**src/rtl/pwm_pkg.sv**
```systemverilog
package pwm_pkg;
    localparam int CNT_W = 24;
    localparam int DIV_W = 3;

    localparam int CTL_POL_BIT  = 8;
    localparam int CTL_TYPE_BIT = 16;
    localparam int CTL_SMTH_BIT = 24;

    localparam int ADR_CTL  = 'h00;
    localparam int ADR_DIV  = 'h04;
    localparam int ADR_PER0 = 'h08;
    localparam int ADR_HI0  = 'h0C;
    localparam int ADR_STEP = 8;

    typedef enum logic [1:0] {
        CH_RUN       = 2'd0,
        CH_WAIT_LAT  = 2'd1,
        CH_WAIT_EDGE = 2'd2
    } ch_state_e;

    typedef struct packed {
        logic [DIV_W-1:0] div;
        logic [CNT_W-1:0] per;
        logic [CNT_W-1:0] hi;
        logic             pol;
    } ch_cfg_t;
endpackage

```
**src/rtl/pwm_regfile.sv**
```systemverilog
module pwm_regfile
    import pwm_pkg::*;
#(
    parameter int NCH    = 2,
    parameter int ADDR_W = 8
) (
    input  logic              clk,
    input  logic              rst_n,
    input  logic              we,
    input  logic [ADDR_W-1:0] addr,
    input  logic [31:0]       wdata,
    output logic [31:0]       rdata,
    output logic [NCH-1:0]    trig,
    output logic [NCH-1:0]    smooth,
    output logic [NCH-1:0]    otype,
    output ch_cfg_t           stage [NCH]
);
    logic [NCH-1:0]   pol_q;
    logic [DIV_W-1:0] div_q [NCH];
    logic [CNT_W-1:0] per_q [NCH];
    logic [CNT_W-1:0] hi_q  [NCH];

    wire wr_ctl = we && (addr == ADDR_W'(ADR_CTL));
    wire wr_div = we && (addr == ADDR_W'(ADR_DIV));

    // shared control and divider words
    always_ff @(posedge clk or negedge rst_n) begin
        if (!rst_n) begin
            trig   <= '0;
            smooth <= '0;
            otype  <= '0;
            pol_q  <= '0;
            for (int c = 0; c < NCH; c++) div_q[c] <= '0;
        end else begin
            if (wr_ctl) begin
                for (int c = 0; c < NCH; c++) begin
                    trig[c]   <= wdata[c];
                    pol_q[c]  <= wdata[CTL_POL_BIT + c];
                    otype[c]  <= wdata[CTL_TYPE_BIT + c];
                    smooth[c] <= wdata[CTL_SMTH_BIT + c];
                end
            end
            if (wr_div) begin
                for (int c = 0; c < NCH; c++) div_q[c] <= wdata[4*c +: DIV_W];
            end
        end
    end

    // per-channel count registers
    for (genvar c = 0; c < NCH; c++) begin : g_cnt_regs
        localparam int PER_ADR = ADR_PER0 + ADR_STEP * c;
        localparam int HI_ADR  = ADR_HI0 + ADR_STEP * c;
        always_ff @(posedge clk or negedge rst_n) begin
            if (!rst_n) begin
                per_q[c] <= '0;
                hi_q[c]  <= '0;
            end else if (we) begin
                if (addr == ADDR_W'(PER_ADR)) per_q[c] <= wdata[CNT_W-1:0];
                if (addr == ADDR_W'(HI_ADR))  hi_q[c]  <= wdata[CNT_W-1:0];
            end
        end
        assign stage[c] = '{div: div_q[c], per: per_q[c], hi: hi_q[c], pol: pol_q[c]};
    end

    always_comb begin
        rdata = '0;
        if (addr == ADDR_W'(ADR_CTL)) begin
            for (int c = 0; c < NCH; c++) begin
                rdata[c]                = trig[c];
                rdata[CTL_POL_BIT + c]  = pol_q[c];
                rdata[CTL_TYPE_BIT + c] = otype[c];
                rdata[CTL_SMTH_BIT + c] = smooth[c];
            end
        end else if (addr == ADDR_W'(ADR_DIV)) begin
            for (int c = 0; c < NCH; c++) rdata[4*c +: DIV_W] = div_q[c];
        end else begin
            for (int c = 0; c < NCH; c++) begin
                if (addr == ADDR_W'(ADR_PER0 + ADR_STEP * c)) rdata[CNT_W-1:0] = per_q[c];
                if (addr == ADDR_W'(ADR_HI0 + ADR_STEP * c))  rdata[CNT_W-1:0] = hi_q[c];
            end
        end
    end
endmodule

```
**src/rtl/pwm_wave.sv**
```systemverilog
module pwm_wave
    import pwm_pkg::*;
(
    input  logic             clk,
    input  logic             rst_n,
    input  logic             restart,
    input  logic [DIV_W-1:0] div,
    input  logic [CNT_W-1:0] per,
    input  logic [CNT_W-1:0] hi,
    output logic             active,
    output logic             boundary
);
    logic [DIV_W-1:0] div_cnt;
    logic [CNT_W-1:0] per_cnt;
    logic [CNT_W-1:0] last_idx;
    logic             tick;

    // a period below 2 behaves as 2
    assign last_idx = (per < CNT_W'(2)) ? CNT_W'(1) : per - CNT_W'(1);
    assign tick     = (div_cnt == div);
    assign boundary = tick && (per_cnt >= last_idx);
    assign active   = (per_cnt < hi);

    always_ff @(posedge clk or negedge rst_n) begin
        if (!rst_n) begin
            div_cnt <= '0;
            per_cnt <= '0;
        end else if (restart) begin
            div_cnt <= '0;
            per_cnt <= '0;
        end else begin
            div_cnt <= tick ? '0 : div_cnt + DIV_W'(1);
            if (tick) per_cnt <= (per_cnt >= last_idx) ? '0 : per_cnt + CNT_W'(1);
        end
    end
endmodule

```
**src/rtl/pwm_chan_ctl.sv**
```systemverilog
module pwm_chan_ctl
    import pwm_pkg::*;
#(
    parameter int APPLY_LAT = 1
) (
    input  logic    clk,
    input  logic    rst_n,
    input  logic    trig_i,
    input  logic    smooth_i,
    input  ch_cfg_t stage_i,
    output logic    pwm_o
);
    localparam int LAT_W = (APPLY_LAT < 2) ? 1 : $clog2(APPLY_LAT);

    ch_state_e  state, state_d;
    ch_cfg_t    pend, act;
    logic       trig_q, rise, capture, apply;
    logic [LAT_W-1:0] lat_cnt;
    logic       active, boundary;

    assign rise = trig_i && !trig_q;

    // next-state decision
    always_comb begin
        state_d = state;
        capture = 1'b0;
        apply   = 1'b0;
        if (rise) begin
            capture = 1'b1;
            state_d = smooth_i ? CH_WAIT_EDGE : CH_WAIT_LAT;
        end else begin
            unique case (state)
                CH_RUN: state_d = CH_RUN;
                CH_WAIT_LAT: begin
                    if (lat_cnt == '0) begin
                        apply   = 1'b1;
                        state_d = CH_RUN;
                    end
                end
                CH_WAIT_EDGE: begin
                    if (boundary) begin
                        apply   = 1'b1;
                        state_d = CH_RUN;
                    end
                end
                default: state_d = CH_RUN;
            endcase
        end
    end

    // state register
    always_ff @(posedge clk or negedge rst_n) begin
        if (!rst_n) state <= CH_RUN;
        else        state <= state_d;
    end

    // datapath registers
    always_ff @(posedge clk or negedge rst_n) begin
        if (!rst_n) begin
            trig_q  <= 1'b0;
            pend    <= '0;
            act     <= '0;
            lat_cnt <= '0;
        end else begin
            trig_q <= trig_i;
            if (capture) begin
                pend    <= stage_i;
                lat_cnt <= LAT_W'(APPLY_LAT - 1);
            end else if (state == CH_WAIT_LAT && lat_cnt != '0) begin
                lat_cnt <= lat_cnt - LAT_W'(1);
            end
            if (apply) act <= pend;
        end
    end

    pwm_wave u_wave (
        .clk      (clk),
        .rst_n    (rst_n),
        .restart  (apply),
        .div      (act.div),
        .per      (act.per),
        .hi       (act.hi),
        .active   (active),
        .boundary (boundary)
    );

    // output process
    always_comb begin
        if (!trig_i && !smooth_i) pwm_o = 1'b1;
        else                      pwm_o = act.pol ? active : !active;
    end
endmodule

```
**src/rtl/pwm_trig_top.sv**
```systemverilog
module pwm_trig_top
    import pwm_pkg::*;
#(
    parameter int NCH       = 2,
    parameter int ADDR_W    = 8,
    parameter int APPLY_LAT = 1
) (
    input  logic              clk,
    input  logic              rst_n,
    input  logic              bus_we,
    input  logic [ADDR_W-1:0] bus_addr,
    input  logic [31:0]       bus_wdata,
    output logic [31:0]       bus_rdata,
    output logic [NCH-1:0]    pwm_out,
    output logic [NCH-1:0]    pad_push_pull
);
    logic [NCH-1:0] trig, smooth, otype;
    ch_cfg_t        stage [NCH];

    pwm_regfile #(.NCH(NCH), .ADDR_W(ADDR_W)) u_regs (
        .clk    (clk),
        .rst_n  (rst_n),
        .we     (bus_we),
        .addr   (bus_addr),
        .wdata  (bus_wdata),
        .rdata  (bus_rdata),
        .trig   (trig),
        .smooth (smooth),
        .otype  (otype),
        .stage  (stage)
    );

    for (genvar c = 0; c < NCH; c++) begin : g_ch
        pwm_chan_ctl #(.APPLY_LAT(APPLY_LAT)) u_ch (
            .clk      (clk),
            .rst_n    (rst_n),
            .trig_i   (trig[c]),
            .smooth_i (smooth[c]),
            .stage_i  (stage[c]),
            .pwm_o    (pwm_out[c])
        );
    end

    assign pad_push_pull = otype;
endmodule

```
**config.mk**
```make
export PLATFORM = sky130hd
export DESIGN_NAME = pwm_trig_top
export DESIGN_NICKNAME = d
export VERILOG_FILES = /design/src/rtl/pwm_pkg.sv /design/src/rtl/pwm_regfile.sv /design/src/rtl/pwm_wave.sv /design/src/rtl/pwm_chan_ctl.sv /design/src/rtl/pwm_trig_top.sv
export SDC_FILE = /design/constraint.sdc
export NUM_CORES = 1
export LEC_CHECK = 0
export BUFFER_PORTS_ARGS = -buffer_cell sky130_fd_sc_hd__buf_2
export CAP_MARGIN = 20
export CORE_UTILIZATION = 40
export CTS_CLUSTER_DIAMETER = 100
export CTS_CLUSTER_SIZE = 24
export DETAILED_ROUTE_END_ITERATION = 10
export SLEW_MARGIN = 20
export SYNTH_ARGS = -nofsm -noshare
export SYNTH_HDL_FRONTEND = slang
export SYNTH_SLANG_ARGS = --single-unit
```
**constraint.sdc**
```tcl
create_clock -name clk -period 3.95 [get_ports clk]
set_input_delay 0.395 -clock clk [delete_from_list [all_inputs] [get_ports clk]]
set_output_delay 0.395 -clock clk [all_outputs]
set_load 0.01 [all_outputs]
```
Word-level counts from Yosys, hierarchy flattened
Cells that the tools add are included.
Word-level totals
  flip-flop bits (word level): 380
  bits of input ports: 43
  memories: 0
  word-level logic and storage cells: 149
  latch bits: 0
  bits in read-only memories: 0
  output and inout bits: 36
  memory bits (writable): 0
Operators by class
  $add $sub $neg: 8
  bitwise gates (word level): 0
  $lt $le $gt $ge: 6
  reduce and logical (&&, ||, !) cells: 29
  equal/unequal tests: 15
  divide/modulo/power cells: 0
  shifts and indexed selects: 0
  multiply operators: 0
  mux-type cells: 55
Operators with widths (number)
  24-bit 2-to-1 mux: 12
  24-bit by 1-bit adder with 24-bit output, second input constant: 2
  24-bit greater-or-equal comparator: 2
  24-bit by 2-bit less-than comparator with 1-bit output, second input constant: 2
  24-bit less-than comparator: 2
  24-bit by 1-bit subtractor with 24-bit output, second input constant: 2
  2-bit 2-to-1 mux: 12
  3-bit 2-to-1 mux: 6
  6-bit 2-to-1 mux: 3
  1-bit 2-to-1 mux: 17
  17-bit 2-to-1 mux: 1
  8-bit by 4-bit == test with 1-bit output, second input constant: 2
  8-bit by 5-bit == test with 1-bit output, second input constant: 2
  2-bit AND reduction: 6
  1-bit logical AND: 10
  8-bit by 3-bit == test with 1-bit output, second input constant: 1
  1-bit logical NOT: 8
  8-bit logical NOT: 1
  2-bit case mux with 2 select lines: 2
  2-bit nonzero test: 4
  3-bit by 1-bit adder with 3-bit output, second input constant: 2
  3-bit == test: 2
  3-bit by 1-bit inequality test with 1-bit output, second input constant: 2
  3-bit by 2-bit inequality test with 1-bit output, second input constant: 2
  4 further kinds: 8

Depth between registers and ports, before layout
  depth in word-level cells: 8
  depth in mapped cells: 18
  gate-level depth less buffers: 16

Cells and area by module
A second synthesis with hierarchy kept.
Second synthesis, totals
  cells, all modules: 1687
  area, all modules: 20079.3 um2
Modules (own cells, without submodules)
  pwm_chan_ctl: cells each 240, seq. area each 2702.6 um2, instances 2, area an instance 4087.7 um2
  pwm_regfile: cells each 398, seq. area each 2752.6 um2, instances 1, area an instance 5605.4 um2
  pwm_wave (g_ch[1].u_ch.u_wave): cells each 408, seq. area each 675.6 um2, instances 1, area an instance 3185.6 um2
  pwm_wave (g_ch[0].u_ch.u_wave): cells each 401, seq. area each 675.6 um2, instances 1, area an instance 3113.0 um2

Least setup slack after synthesis
OpenSTA, ideal clock, no wires.
  kind: reg2reg
  from: reg g_ch[1].u_ch.act[30] (netlist name)
  to: reg g_ch[1].u_ch.act[0] (netlist name)
  buffers on the path: 1
  stages on the path, launching flop included: 16
  path slack: 223 ps
  arrival: 3602 ps
  required time: 3825 ps
  clock period less this slack: 3727 ps
  cell sequence: dfrtp_1 -> or4_4 -> nor3_4 -> nand2_2 -> or3_1 -> nor3_1 -> a21oi_1 -> ha_1 -> nand4_1 -> nor4_2 -> nand4_1 -> a21oi_2 -> nor2_2 -> o21ai_4 -> buf_6 -> mux2_2
Between the ends
  word-level cells in the longest chain between the ends: 7
RTL lines
  start: declaration: line pwm_chan_ctl.sv:16  | ch_cfg_t pend, act;
  start signal: assignment: line pwm_chan_ctl.sv:72  | if (apply) act <= pend;
  24-bit by 1-bit subtractor with 24-bit output or 24-bit by 2-bit less-than comparator with 1-bit output (tied branches): line pwm_wave.sv:19  | assign last_idx = (per < CNT_W'(2)) ? CNT_W'(1) : per - CNT_W'(1);
  24-bit 2-to-1 mux (*): line pwm_wave.sv:19
  24-bit greater-or-equal comparator (*): line pwm_wave.sv:21  | assign boundary = tick && (per_cnt >= last_idx);
  1-bit logical AND (*): line pwm_wave.sv:21
  1-bit 2-to-1 mux (*): line pwm_chan_ctl.sv:41  | if (boundary) begin
  1-bit case mux with 2 select lines (*): line pwm_chan_ctl.sv:32  | unique case (state)
  1-bit 2-to-1 mux (*): line pwm_chan_ctl.sv:28  | if (rise) begin
Every way passes the cells marked *; elsewhere a longest branch is shown, timed or not.
A chain may end at the register's enable or synchronous reset.

Worst setup path in the final report
  from: reg g_ch[1].u_ch.act[30] (netlist name)
  to: reg g_ch[1].u_ch.act[49] (netlist name)
Same word-level chain as after synthesis.

==> results.sh <==
export IMPL_status="finished, violations left"
export IMPL_violations="setup timing"
export IMPL_seq_area_frac_synth=0.496
export IMPL_clockRootBuffer="clkbuf_16"
export IMPL_core_sq_um=47000
export IMPL_cts_max_path_buffers=3
export IMPL_post_drt_wl_per_cell_microns=18.2
export IMPL_drtPass1Iterations=5
export IMPL_drc=0
export IMPL_syn_inst=1846
export IMPL_cp_top_family="simple AND/OR/NAND/NOR gates"
export IMPL_final_nets=2111
export IMPL_clkLatencyLatePin_ns=0.58
export IMPL_fp_dieH_microns=221
export IMPL_grt_max_degree=92
export IMPL_fin_cells=2576
export IMPL_num_vias=13800
export IMPL_ios=79
export IMPL_area_growth_pct=14.6
export IMPL_min_path_type="input pin to flip-flop"
export IMPL_post_place_cells=2525
export IMPL_fmax_mhz=241
export IMPL_synth_edf_count=0
export IMPL_hold_viol_final=0
export IMPL_setup_ws_ns=-0.207
export IMPL_worst_path_most_repeated_cell="nand4_1"
export IMPL_clk_pin_slew_ns=0.10
export IMPL_fin_crit_ns=4.16
export IMPL_ys_ff_latch=380
export IMPL_dieArea_sq_um=48800
export IMPL_grt_pass1_vias=13700
export IMPL_cp_arrival_ns=4.61
export IMPL_criticalPathCategory="flip-flop to flip-flop"
export IMPL_synth_cell_types=69
export IMPL_relSlewSlack=0.291
export IMPL_synth_ff_type="dfrtp_1"
export IMPL_drive_above_1_share=0.232
export IMPL_yosys_warnings=0
export IMPL_overflow=0
export IMPL_fin_crit_sh=1.05
export IMPL_crit_buf_inv=4
export IMPL_final_cell_mix="425 x nand2_1, 380 x dfrtp_1, 162 x mux2_2"
export IMPL_syn_cell_area_sq_um=19200
export IMPL_cts_sinks=380
export IMPL_drt_iter0_markers=1064
export IMPL_final_util=0.468
export IMPL_finClkSkew_ns=0.0503
export IMPL_crit_slowest_cell="or4_4"
export IMPL_drt_wl_total_microns=46900
export IMPL_slowest_delay_ns=0.56
export IMPL_ir_worst_vdd_v=0.000235
export IMPL_critPathCaptureType="flip-flop"
export IMPL_layout_commonest_cell="nand2_1"
export IMPL_initial_core_util=0.408
export IMPL_ant_nets=0
export IMPL_viasPerCell=5.36
export IMPL_antenna_found_initial=2
export IMPL_maxCapViolCount=0
export IMPL_cts_tree="done"
export IMPL_fp_dieW_microns=221
export IMPL_globalRouteTotalUtil=0.191
export IMPL_num_rows=79
export IMPL_critPathLaunchType="flip-flop"
export IMPL_dp_hpwl_microns=33200
export IMPL_crit_required_ns=4.41
export IMPL_crit_path_cell_trace="or4_4, nor3_4, buf_4, buf_6, nand4_1, nor3b_2, a21oi_2, ha_1, nand4_1, nor4_2, nand4_1, a21oi_2, nor2_2, o21ai_4, buf_12, clkbuf_16, mux2_1"
export IMPL_powerDensity_nw_per_um2=308
export IMPL_cts_htree_levels=1
export IMPL_cts_buffers=20
export IMPL_syn_area_per_cell_sq_um=10.4
export IMPL_setup_violations=108
export IMPL_async_reset_ff_frac=1.00
export IMPL_port_buffers=66
export IMPL_finalMaxSlewViolations=0
export IMPL_rsz0062_at_grt="yes"
export IMPL_p_leak_nw=11.0
export IMPL_tightest_slew_ns=1.06
export IMPL_gp_congestion=0.860
export IMPL_worstPathMaxFanout=12
export IMPL_grt_pass1_wl_microns=75000
cells by family (layout without fill, tap and decap cells):
family | after synthesis | after routing | synth area share
compound gates | 160 | 160 | 0.0507
xor+xnor | 80 | 80 | 0.0365
fa+ha+maj | 104 | 104 | 0.0679
buf+inv | 153 | 269 | 0.0355
flops | 380 | 380 | 0.496
mux | 261 | 261 | 0.151
other cells | 1 | 8 | 0.000196
simple gates | 707 | 707 | 0.162
report_power, final:
group | leakage (nW) | switching [W] | internal (W)
clock network | 0.287 | 0.00130 | 0.00102
logic | 5.49 | 0.000229 | 0.000123
registers | 5.27 | 0.0000907 | 0.00400
total | 11.0 | 0.00162 | 0.00515
what timing repair did:
| item | in CTS | in global routing |
|---|---|---|
| pin swaps | 4 | 15 |
| endpoints found under the setup margin | 104 | 150 |
| gates resized for setup | 47 | 53 |
| hold endpoints to repair | 86 | 0 |
| hold buffers | 1 | 0 |
| setup buffers | 11 | 5 |
| gates cloned | 6 | 2 |
final timing paths:
path / from / end / slack (ns) / depth (start not counted)
setup reg to reg: g_ch[1].u_ch.act[30]$_DFFE_PN0P_ / g_ch[1].u_ch.act[49]$_DFFE_PN0P_ / -0.21 / 17
setup / recovery: g_ch[1].u_ch.act[30]$_DFFE_PN0P_ / g_ch[1].u_ch.act[49]$_DFFE_PN0P_ / -0.21 / 17
hold reg to reg: u_regs.pol_q[1]$_DFFE_PN0P_ / g_ch[1].u_ch.pend[0]$_DFFE_PN0P_ / 0.47 / 2
min in group asynchronous: rst_n / g_ch[0].u_ch.pend[50]$_DFFE_PN0P_ / 0.42 / 2
max in group asynchronous: rst_n / g_ch[1].u_ch.u_wave.per_cnt[19]$_DFFE_PN0P_ / 2.49 / 3
hold / removal: bus_wdata[24] / u_regs.smooth[0]$_DFFE_PN0P_ / 0.06 / 2
through the flow:
stage | worst slack (ns) | power, W | hold slack [ns] | instance area [sq um] | setup TNS, ns
after global placement | -0.0666 | 0.00451 | 0.456 | 20600 | -2.84
after detailed placement | -0.170 | 0.00452 | 0.460 | 20600 | -9.66
after CTS | -0.137 | 0.00685 | 0.0298 | 21700 | -6.32
after global routing | -0.316 | 0.00701 | 0.0548 | 22000 | -30.89
final | -0.207 | 0.00677 | 0.0573 | 22000 | -11.30
after floorplan | 0.223 | 0.00431 | 0.0994 | 19200 | 0
flip-flops by register name, indices dropped and copies added, names as in the netlist, 4 cells and up:
register / count
u_regs.stage: 102
g_ch.u_ch.state: 4
g_ch.u_ch.u_wave.per_cnt: 48
g_ch.u_ch.act: 104
g_ch.u_ch.pend: 104
g_ch.u_ch.u_wave.div_cnt: 6
synthesized netlist by cell type, types with 7 or more instances:
master	count	area (sq um)
a21o_1	7	52.6
nor2_1	107	402
inv_1	68	255
and3_1	16	100
nor2b_1	10	62.6
buf_4	8	60.1
mux2_2	209	2350
nor3_1	17	85.1
xor2_1	49	429
nand4_1	30	188
o22ai_1	19	119
mux2i_1	46	460
nor4_1	14	87.6
and2_1	9	56.3
clkbuf_1	33	124
dfrtp_1	380	9510
nand2_1	427	1600
nand3_1	33	165
nand2b_1	8	50.1
buf_1	13	48.8
ha_1	104	1300
o21ai_0	42	210
xnor2_1	31	272
a21oi_1	53	265
buf_2	25	125
cell type report:
type / instances / area [sq um]
diodes: 2 / 5.00
clock buffers: 21 / 514
clock inverters: 4 / 71.3
fillers: 4311 / 25000
inverters: 68 / 255
multi-input cells: 1318 / 9370
flip-flops and latches: 380 / 9510
well taps: 607 / 759
repair buffers: 176 / 1490
metal layers:
metal,track usage,part of all wire,wire length (microns),vias to the layer above
li1,-,-,-,6500
met1,0.283,0.50,23200,6941
met2,0.283,0.42,19700,322
met3,0.0412,0.060,2800,51
met4,0.0406,0.019,889,6
met5,0.0293,0.0048,223,-
Note: power is estimated with default switching activity, not from simulation.
